===== src/rtl/irq_entry_pkg.sv =====
package irq_entry_pkg;

  typedef enum logic [2:0] {
    ST_IDLE,
    ST_PUSH_PC,
    ST_PUSH_MSR,
    ST_PUSH_RSN,
    ST_RD_MSR,
    ST_RD_PC,
    ST_DONE
  } seqState_t;

  typedef enum logic [2:0] {
    SEL_PC,
    SEL_MSR,
    SEL_RSN,
    SEL_TMSR,
    SEL_TPC
  } addrSel_t;

  // Strobes from the sequencer to the datapath
  typedef struct packed {
    logic     capture;   // latch context at acceptance
    logic     spStep;    // push acknowledged, lower stack pointer
    logic     takeMsr;   // table status word arrived
    logic     takePc;    // table PC arrived
    addrSel_t sel;       // which word the memory port carries
  } dpCtl_t;

endpackage


===== src/rtl/irq_entry_ctrl.sv =====
module irq_entry_ctrl
  import irq_entry_pkg::*;
#(
  parameter int LVL_W = 3
) (
  input  logic                  clk,
  input  logic                  rstN,
  input  logic [LVL_W-1:0]      irqCode,
  input  logic [(1<<LVL_W)-1:0] levelEn,
  input  logic                  memAck,
  output dpCtl_t                ctl,
  output logic                  memReq,
  output logic                  memWe,
  output logic                  busy,
  output logic                  entryDone,
  output logic                  intAck
);

  seqState_t state, stateNext;
  logic accept;

  assign accept    = (state == ST_IDLE) && levelEn[irqCode];
  assign intAck    = accept;
  assign busy      = (state != ST_IDLE);
  assign entryDone = (state == ST_DONE);
  assign memWe     = (state == ST_PUSH_PC) || (state == ST_PUSH_MSR) ||
                     (state == ST_PUSH_RSN);
  assign memReq    = memWe || (state == ST_RD_MSR) || (state == ST_RD_PC);

  always_comb begin
    stateNext = state;
    case (state)
      ST_IDLE:     if (accept) stateNext = ST_PUSH_PC;
      ST_PUSH_PC:  if (memAck) stateNext = ST_PUSH_MSR;
      ST_PUSH_MSR: if (memAck) stateNext = ST_PUSH_RSN;
      ST_PUSH_RSN: if (memAck) stateNext = ST_RD_MSR;
      ST_RD_MSR:   if (memAck) stateNext = ST_RD_PC;
      ST_RD_PC:    if (memAck) stateNext = ST_DONE;
      ST_DONE:     stateNext = ST_IDLE;
      default:     stateNext = ST_IDLE;
    endcase
  end

  always_comb begin
    ctl.capture = accept;
    ctl.spStep  = memWe && memAck;
    ctl.takeMsr = (state == ST_RD_MSR) && memAck;
    ctl.takePc  = (state == ST_RD_PC) && memAck;
    case (state)
      ST_PUSH_MSR: ctl.sel = SEL_MSR;
      ST_PUSH_RSN: ctl.sel = SEL_RSN;
      ST_RD_MSR:   ctl.sel = SEL_TMSR;
      ST_RD_PC:    ctl.sel = SEL_TPC;
      default:     ctl.sel = SEL_PC;
    endcase
  end

  always_ff @(posedge clk or negedge rstN) begin
    if (!rstN) state <= ST_IDLE;
    else       state <= stateNext;
  end

  // completion is a single-cycle pulse with the bus idle after it
  p_done_pulse_r8: assert property (@(posedge clk) disable iff (!rstN)
    entryDone |=> !entryDone && !memReq);

  // an accepted request starts with a write access
  p_ack_starts_push_r4: assert property (@(posedge clk) disable iff (!rstN)
    intAck |=> memReq && memWe && busy);

  // no acceptance while a sequence is running
  p_busy_no_ack_r9: assert property (@(posedge clk) disable iff (!rstN)
    (busy && !entryDone) |=> !intAck);

endmodule


===== src/rtl/irq_entry_dp.sv =====
module irq_entry_dp
  import irq_entry_pkg::*;
#(
  parameter int DW    = 16,
  parameter int LVL_W = 3
) (
  input  logic             clk,
  input  logic             rstN,
  input  dpCtl_t           ctl,
  input  logic [LVL_W-1:0] irqCode,
  input  logic [DW-1:0]    vecIn,
  input  logic [DW-1:0]    corePc,
  input  logic [DW-1:0]    coreMsr,
  input  logic [DW-1:0]    sysSp,
  input  logic [DW-1:0]    tableBase,
  input  logic [DW-1:0]    memRdata,
  output logic [DW-1:0]    memAddr,
  output logic [DW-1:0]    memWdata,
  output logic [DW-1:0]    newPc,
  output logic [DW-1:0]    newMsr,
  output logic [DW-1:0]    newSp
);

  localparam logic [DW-1:0] WORD_BYTES = DW'(DW / 8);
  localparam int            ENTRY_SH   = $clog2(2 * (DW / 8));

  logic [DW-1:0]    savedPc, savedMsr, savedRsn, spReg, tblReg;
  logic [LVL_W-1:0] lvlReg;
  logic [DW-1:0]    entryAddr, pushAddr;

  assign pushAddr  = spReg - WORD_BYTES;
  assign entryAddr = tblReg + (DW'(lvlReg) << ENTRY_SH);
  assign newSp     = spReg;

  always_comb begin
    memAddr  = pushAddr;
    memWdata = '0;
    case (ctl.sel)
      SEL_PC:   memWdata = savedPc;
      SEL_MSR:  memWdata = savedMsr;
      SEL_RSN:  memWdata = savedRsn;
      SEL_TMSR: memAddr  = entryAddr;
      SEL_TPC:  memAddr  = entryAddr + WORD_BYTES;
      default:  memWdata = '0;
    endcase
  end

  always_ff @(posedge clk or negedge rstN) begin
    if (!rstN) begin
      savedPc  <= '0;
      savedMsr <= '0;
      savedRsn <= '0;
      spReg    <= '0;
      tblReg   <= '0;
      lvlReg   <= '0;
      newPc    <= '0;
      newMsr   <= '0;
    end else begin
      if (ctl.capture) begin
        savedPc  <= corePc;
        savedMsr <= coreMsr;
        savedRsn <= vecIn;
        spReg    <= sysSp;
        tblReg   <= tableBase;
        lvlReg   <= irqCode;
      end
      if (ctl.spStep)  spReg  <= spReg - WORD_BYTES;
      if (ctl.takeMsr) newMsr <= memRdata;
      if (ctl.takePc)  newPc  <= memRdata;
    end
  end

  // the taken reason code is held for the whole sequence
  p_rsn_held_r5: assert property (@(posedge clk) disable iff (!rstN)
    !ctl.capture |=> $stable(savedRsn));

endmodule


===== src/rtl/irq_entry_seq.sv =====
module irq_entry_seq
  import irq_entry_pkg::*;
#(
  parameter int DW     = 16,
  parameter int LVL_W  = 3,
  parameter int EN_LSB = 1
) (
  input  logic             clk,
  input  logic             rstN,
  input  logic [LVL_W-1:0] irqCode,
  input  logic [DW-1:0]    vecIn,
  output logic             intAck,
  input  logic [DW-1:0]    corePc,
  input  logic [DW-1:0]    coreMsr,
  input  logic [DW-1:0]    sysSp,
  input  logic [DW-1:0]    tableBase,
  output logic             memReq,
  output logic             memWe,
  output logic [DW-1:0]    memAddr,
  output logic [DW-1:0]    memWdata,
  input  logic [DW-1:0]    memRdata,
  input  logic             memAck,
  output logic             busy,
  output logic             entryDone,
  output logic [DW-1:0]    newPc,
  output logic [DW-1:0]    newMsr,
  output logic [DW-1:0]    newSp
);

  localparam int NUM_CODES = 1 << LVL_W;

  logic [NUM_CODES-1:0] levelEn;
  dpCtl_t ctl;

  assign levelEn[0] = 1'b0;
  for (genvar g = 1; g < NUM_CODES; g++) begin : g_lvl_en
    assign levelEn[g] = coreMsr[EN_LSB + g - 1];
  end

  irq_entry_ctrl #(.LVL_W(LVL_W)) u_ctrl (
    .clk(clk), .rstN(rstN), .irqCode(irqCode), .levelEn(levelEn),
    .memAck(memAck), .ctl(ctl), .memReq(memReq), .memWe(memWe),
    .busy(busy), .entryDone(entryDone), .intAck(intAck)
  );

  irq_entry_dp #(.DW(DW), .LVL_W(LVL_W)) u_dp (
    .clk(clk), .rstN(rstN), .ctl(ctl), .irqCode(irqCode), .vecIn(vecIn),
    .corePc(corePc), .coreMsr(coreMsr), .sysSp(sysSp),
    .tableBase(tableBase), .memRdata(memRdata), .memAddr(memAddr),
    .memWdata(memWdata), .newPc(newPc), .newMsr(newMsr), .newSp(newSp)
  );

  // a pending access is held until acknowledged
  p_hold_access_r7: assert property (@(posedge clk) disable iff (!rstN)
    (memReq && !memAck) |=> memReq && $stable(memAddr) && $stable(memWe)
                            && $stable(memWdata));

  // first push writes the return address just below the stack pointer
  p_first_push_r4: assert property (@(posedge clk) disable iff (!rstN)
    intAck |=> (memWdata == $past(corePc)) &&
               (memAddr == $past(sysSp) - DW'(2)));

  // no bus traffic outside a sequence
  p_idle_quiet_r1: assert property (@(posedge clk) disable iff (!rstN)
    !busy |-> !memReq);

endmodule


===== config.mk =====
export PLATFORM = sky130hd
export DESIGN_NAME = irq_entry_seq
export DESIGN_NICKNAME = d
export VERILOG_FILES = /design/src/rtl/irq_entry_pkg.sv /design/src/rtl/irq_entry_ctrl.sv /design/src/rtl/irq_entry_dp.sv /design/src/rtl/irq_entry_seq.sv
export SDC_FILE = /design/constraint.sdc
export NUM_CORES = 1
export LEC_CHECK = 0
export BUFFER_PORTS_ARGS = -buffer_cell sky130_fd_sc_hd__buf_2
export CAP_MARGIN = 10
export CELL_PAD_IN_SITES_DETAIL_PLACEMENT = 1
export CELL_PAD_IN_SITES_GLOBAL_PLACEMENT = 2
export CORE_UTILIZATION = 32
export DETAILED_ROUTE_END_ITERATION = 7
export GPL_TIMING_DRIVEN = 1
export PLACE_DENSITY_LB_ADDON = 0.1
export SLEW_MARGIN = 10
export SYNTH_ARGS = -nofsm -noshare
export SYNTH_HDL_FRONTEND = slang
export SYNTH_SLANG_ARGS = --single-unit

===== constraint.sdc =====
create_clock -name clk -period 3.1 [get_ports clk]
set_clock_uncertainty 0.2 [all_clocks]
set_input_delay 0.155 -clock clk [delete_from_list [all_inputs] [get_ports clk]]
set_output_delay 0.155 -clock clk [all_outputs]
set_load 0.03 [all_outputs]

==> results.md, run 1 <==
* Outcome: finished, violations left
* Failing checks: negative setup slack
* Vias in the first global route at between 6,000 and 7,000
* Fin Hold WS at a little under 0.08 ns
* Fillcell total at approximately 2,100
* Critical Path Start Type: flop
* Sequential area share after synthesis at around 47%
* Slew margin rel. at roughly 44%
* Wire per inst at 17.8 um
* Port buffer count at around 190
* CTS Buf Count at 17
* FF+latch count, synth at between 100 and 150
* CP Data Arrival Time at 2.98 ns
* Initial antenna violation count at 1
* Most common cell after layout, fill and taps aside: buf_2
* Crit-path max FO at 6
* Number of vias per cell at roughly 4.9
* EDFF count, synth at 0
* Share of cells above drive strength 1 at approximately 44%
* Worst path cell trace: ha_2 -> inv_2 -> fa_2 -> nor2b_4 -> buf_6 -> buf_4 -> o21ai_0 -> nand2b_1 -> xor2_1 -> or3_1 -> a211oi_2 -> buf_4
* Final antenna-violating net count at 0
* TNS Setup at -1.60 ns
* WL final at 20,900 um
* Register Area at 2950 um^2
* Placed cells at about 1,000
* Clk buf depth at 2
* Final net count at 1,010
* Worst-Skew Late Latency at about 0.42 ns
* Layout Area Growth over Synthesis at 53.9%
* Final setup viols at 10
* DRT Pass-1 Iters at 4
* Most used cells in the layout excluding fill and tap cells: buf_2, dfrtp_1, dlygate4sd3_1
* GRT Util Overall at a little over a fifth
* First-pass GRT wire length at between 30,000 and 40,000 um
* Max_cap viols at 0
* Hpwl dp at around 14,000 um
* Finished Layout Cells at 1,176
* Clock transition at path regs at roughly 0.060 ns
* Synth area leader: dfrtp_1
* Ports at approximately 190
* Routability congestion estimate at roughly 0.82
* CTS tree: yes
* Yosys top cell area share at approximately 47%
* Fin crit share at 108%
* WP data required at roughly 2.7 ns
* CTS root buf: clkbuf_16
* Footprint of the multi-input gates at between 3000 and 4000 um^2
* Pin count of the biggest net entering global routing at 80
* Vias at approximately 5,800
* Worst hold-check path type: in -> async
* Clk sinks at approximately 120
* Die X-Extent at roughly 140 um
* RSZ-0062 raised after global routing: yes
* Fmax at 0.300 GHz
* Syn Std Cell Area at 6300 um^2
* Initial Utilization at between 30% and 40%
* Asr flop ratio synth at 100%
* Final core utilization at ~51%
* Fin worst setup slack at -0.237 ns
* Mapped Cells at 584
* Top cells by area, synth: dfrtp_1, mux2_2, o21ai_0
* CP max stage delay at roughly 0.4 ns
* Fin crit period at between 3 and 4 ns
* Most frequent CP cell: buf_4
* Slowest stage cell, crit path: or3_1
* Die height at 142 um
* CTS H-tree depth at 4
* Leak at roughly 4.3 nW
* Total grt overflow at 0
* Final Hold Fails at 0
* Yosys warning total at 0
* Slew Viols, Final at 0
* Mapped Avg Cell Area at 10.8 um^2
* Row cnt at 50
* Syn_nets at 692
* Crit. End Element: output port
* Max IR drop VDD at ~0.56 mV
* Die area at just over 20,000 um^2
* DRC viols at 0
* Core ar. at 19,000 um^2
* Setup CP Type: reg -> out
* Worst-Margin Slew at 0.843 ns
* Ys flop type: dfrtp_1
* Detailed Route Iter0 Violations at 213
* Pwr Density at ~1200 nW/um^2
* Synth cell types at 55
==> flip-flops by register name (all words and copies together) (netlist names) <==
register / cells
u_dp.newMsr: 16
u_dp.newPc: 16
u_dp.newSp: 16
u_dp.savedMsr: 16
u_dp.savedPc: 16
u_dp.savedRsn: 16
u_dp.tblReg: 16
u_ctrl.state: 3
u_dp.lvlReg: 3
==> cell type report <==
type	count	share of cell area, %
Antenna cell	1	0.0258
Clock buffer	19	4.67
Clock inverter	13	1.64
Inverter	10	0.387
Multi-Input combinational cell	418	34.9
Sequential cell	118	30.5
Tap cell	260	3.35
Timing Repair Buffer	337	24.6
==> Yosys cell counts (all sizes together) (10+ instances only) <==
library cell  number
xnor2             15
a221o             12
clkbuf            23
nor2              21
nand3             11
buf               15
dfrtp            118
inv               10
nor3              17
a21oi             12
xor2              14
nand2             62
mux2              96
o21ai             54
mux2i             19
==> cells by family (layout without fill, tap and decap cells) <==
kind of cell | count (synthesis) | count (layout) | synth area share [%]
other cells | 0 | 1 | 0
xor+xnor | 29 | 29 | 4.03
compound gates | 109 | 109 | 11.7
fa+ha+maj | 6 | 6 | 1.31
buf+inv | 48 | 379 | 3.20
flops | 118 | 118 | 46.8
simple gates | 158 | 158 | 12.4
mux | 116 | 116 | 20.5
==> critical path, delay by kind of cell, from the launching register on <==
| family | cells | cell delay, ns |
|---|---|---|
| xor gates and xnor gates | 1 | 0.15 |
| adders and majority gates | 2 | 0.56 |
| buffers and inverters | 4 | 0.47 |
| and+or+nand+nor | 3 | 0.71 |
| AOI/OAI and AO/OA | 2 | 0.33 |
| DFF | 1 | 0.36 |
==> power breakdown <==
group          switching, mW  internal [mW]  leakage, nW
clock                  0.804           1.25        0.296
sequential             0.640           2.32         1.43
combinational           4.08           2.84         2.59
total                   5.52           6.41         4.31
==> through the flow <==
stage	worst slack [ns]	power [mW]	area (um^2)
finish	-0.237	11.9	9700
global route	-0.433	12.7	9700
CTS	-0.249	11.7	9520
detailed placement	-0.0434	9.15	7700
global placement	0.0817	9.01	7700
floorplan	0.0377	7.14	6320
==> what timing repair did <==
item                       CTS  global route
gates cloned                 0             0
resized for setup           38            21
hold buffers               101             0
hold endpoints to repair   156             0
pin swaps                   15            23
setup endpoints to repair    9            11
setup buffers                6             9
==> path summary, 6_finish.rpt <==
path | startpoint | to | slack [ns] | cells after the start
worst max-delay path | u_dp.lvlReg[0]$_DFFE_PN0P_ | memAddr[15] | -0.24 | 12
worst min-delay path | rstN | u_dp.newSp[7]$_DFFE_PN0P_ | 0.08 | 2
worst max register to register | u_ctrl.state[0]$_DFFE_PN0P_ | u_dp.newSp[3]$_DFFE_PN0P_ | 0.58 | 5
worst min register to register | u_dp.newPc[9]$_DFFE_PN0P_ | u_dp.newPc[9]$_DFFE_PN0P_ | 0.30 | 1
max in group asynchronous | rstN | u_dp.lvlReg[1]$_DFFE_PN0P_ | 1.77 | 3
min in group clk | tableBase[8] | u_dp.tblReg[8]$_DFFE_PN0P_ | 0.28 | 4
==> per-layer routing <==
metal | wire length, um | GRT usage, %
met1 | 8710 | 24.6
met2 | 10900 | 39.0
met3 | 919 | 5.18
met4 | 328 | 6.45
met5 | 0 | 0
(Power assumes the default switching activity.)
==> run 2, diff against run 1 <==
- GPL_ROUTABILITY_DRIVEN: unset -> 0
- SKIP_LAST_GASP: unset -> 1
==> run 2 against run 1 <==
The flow still finishes with violations (negative setup slack). Clock power is essentially flat. Non-clock buffer count is 14 lower. Hold slack improved by 0.022 ns. Maximum frequency grew 0.22%. Count of clock-buffer cells in the layout is 2 lower. Global-route usage fell by 0.088 points. Worst setup slack gained 0.0075 ns. Power is 1.7% lower. Sequential power rose by 1%. Sequential share of layout area increased by 0.26 points. Critical endpoint is now memAddr[14].
==> results.md, run 2 (synthesized netlist as in run 1, its figures left out) <==
* Worst reg2reg path endpoint: u_dp.newSp[5]$_DFFE_PN0P_
* Core ar. at 19,000 um^2 (unchanged)
* Share of cells above drive strength 1 at 43.4% (-0.87 points)
* Crit-path max FO at 6 (unchanged)
* CTS tree: yes
* Port buffer count at 186 (unchanged)
* Outcome: finished, violations left
* Clk sinks at 118 (unchanged)
* TNS Setup at -1.16 ns (+0.434 ns)
* Row cnt at 50 (unchanged)
* Clock share of power at 17.8% (+0.6 points)
* Reg2Reg Depth at 5 (unchanged)
* Worst Setup SP: u_dp.lvlReg[2]$_DFFE_PN0P_
* Fmax at 0.300 GHz (+0.22%)
* Setup CP Type: reg -> out
* Detailed Route Iter0 Violations at 127 (-40%)
* Antenna cell count at 0 (-1)
* Die area at 20,300 um^2 (unchanged)
* CTS H-tree depth at 4 (unchanged)
* WL final at 20,600 um (-1.6%)
* Max_cap viols at 0 (unchanged)
* RSZ-0062 raised after global routing: yes
* Initial Utilization at 33.1% (unchanged)
* Max IR drop VDD at 0.545 mV (-2.1%)
* Fin Hold WS at 0.102 ns (+0.0222 ns)
* Total grt overflow at 0 (unchanged)
* Dpl cell area at 7670 um^2 (-0.42%)
* Critical Path Start Type: flop
* Leak at 4.28 nW (-0.72%)
* DRT Pass-1 Iters at 4 (unchanged)
* Wire per inst at 17.7 um (-0.35%)
* Part of the power in registers at 25.6% (+0.8 points)
* Most common cell after layout, fill and taps aside: buf_2
* Fin worst setup slack at -0.229 ns (+0.00745 ns)
* Worst-Skew Late Latency at 0.41 ns (about the same)
* Design area at 9610 um^2 (-0.90%)
* Slew margin rel. at 40.7% (-3.1 points)
* DRC viols at 0 (unchanged)
* Comb power frac at 56.7% (-1.2 points)
* WP data required at 2.74 ns (about the same)
* P_int at 6.30 mW (-1.7%)
* CP Data Arrival Time at 2.97 ns (about the same)
* CTS Buf Count at 17 (unchanged)
* Vias in the first global route at 6,411 (+0.31%)
* First-pass GRT wire length at 33,200 um (-0.41%)
* Power Total at 11.7 mW (-1.7%)
* Final setup viols at 10 (unchanged)
* Final antenna-violating net count at 0 (unchanged)
* Worst-Margin Slew at 0.887 ns (+0.0440 ns)
* Fin crit period at 3.33 ns (-0.00745 ns)
* GRT Util Overall at 21.3% (-0.088 points)
* CTS root buf: clkbuf_16
* Number of vias per cell at 4.96 (+0.26%)
* CP endpoint: memAddr[14]
* Layout Area Growth over Synthesis at 52.5%
* Crit. End Element: output port
* Ports at 187 (unchanged)
* Switching fraction of total power at 46.3% (about the same)
* Die X-Extent at 142 um (unchanged)
* Final Hold Fails at 0 (unchanged)
* Fin crit share at 107% (-0.24 points)
* Clock transition at path regs at 0.06 ns (about the same)
* R2R Setup Slk at 0.52 ns (-0.06 ns)
* Vias at 5,758 (-1.0%)
* Final net count at 996 (-1.4%)
* Pin count of the biggest net entering global routing at 76 (-5.0%)
* Worst hold-check path type: in -> async
* Most used cells in the layout excluding fill and tap cells: buf_2, dfrtp_1, dlygate4sd3_1
* Net Sw Power at 5.43 mW (-1.7%)
* Slew Viols, Final at 0 (unchanged)
* Pwr Density at 1220 nW/um^2 (-0.81%)
* Die height at 142 um (unchanged)
* Initial antenna violation count at 0 (-1)
* Clk buf depth at 2 (unchanged)
* Reg2reg start: u_ctrl.state[0]$_DFFE_PN0P_
* Failing checks: negative setup slack
* DP Worst Slack at -0.0339 ns (+0.00944 ns)
* Hpwl dp at 14,000 um (-1.6%)
==> run 2: through the flow <==
step | utilization [%] | cells
floorplan | - | 584
global placement | 40.3 | 1021
detailed placement | 40.3 | 1021
CTS | 50.2 | 1161
global route | 50.5 | 1161
finish | 50.5 | 1161
==> run 2: critical path, cell delays in order, from the launching register on <==
cell	delay (ns)
dfrtp_1	0.41
ha_4	0.35
nand3_2	0.17
a2111oi_4	0.36
xor2_1	0.29
o2111ai_2	0.20
o31a_1	0.32
o31ai_2	0.25
buf_4	0.21
==> run 2: final cells by class <==
cell class              instances  area (um^2)
multi-input cells             418         3390
fillers                      2147         9410
repair buffers                323         2290
clock inverters                15          193
well taps                     260          325
clock buffers                  17          425
flip-flops and latches        118         2950
inverters                      10         37.5
==> run 2: how the worst min path moves through the flow <==
stage / end / from / cells past startpoint / slack [ns]
detailed placement: u_dp.newSp[8]$_DFFE_PN0P_ / rstN / 1 / 0.02
floorplan: u_ctrl.state[0]$_DFFE_PN0P_ / rstN / 0 / -0.34
global route: u_dp.newSp[8]$_DFFE_PN0P_ / rstN / 2 / 0.16
global placement: u_dp.newSp[8]$_DFFE_PN0P_ / rstN / 1 / 0.007
CTS: u_dp.newSp[6]$_DFFE_PN0P_ / rstN / 2 / 0.11
finish: u_dp.newSp[8]$_DFFE_PN0P_ / rstN / 2 / 0.10
==> run 2: per-layer routing <==
layer  track usage (%)  share of wire [%]
met1              24.6                 41
met2              38.7                 53
met3              5.25                4.7
met4              6.40                1.2
met5                 0                  0
==> run 2: power groups by stage <==
stage | Sequential (mW) | Combinational, mW | Clock [mW]
finish | 3.00 | 6.65 | 2.08
global route | 3.12 | 7.17 | 2.20
CTS | 2.98 | 6.62 | 2.14
detailed placement | 2.98 | 6.10 | 0
global placement | 2.93 | 6.00 | 0
floorplan | 3.37 | 3.77 | 0
==> run 2: what timing repair did <==
| item | in CTS | in global routing |
|---|---|---|
| pin swaps | 16 | 15 |
| resized for setup | 45 | 11 |
| hold endpoints to repair | 159 | 0 |
| hold buffers | 101 | 0 |
| setup buffers | 7 | 0 |
| endpoints found under the setup margin | 10 | 10 |
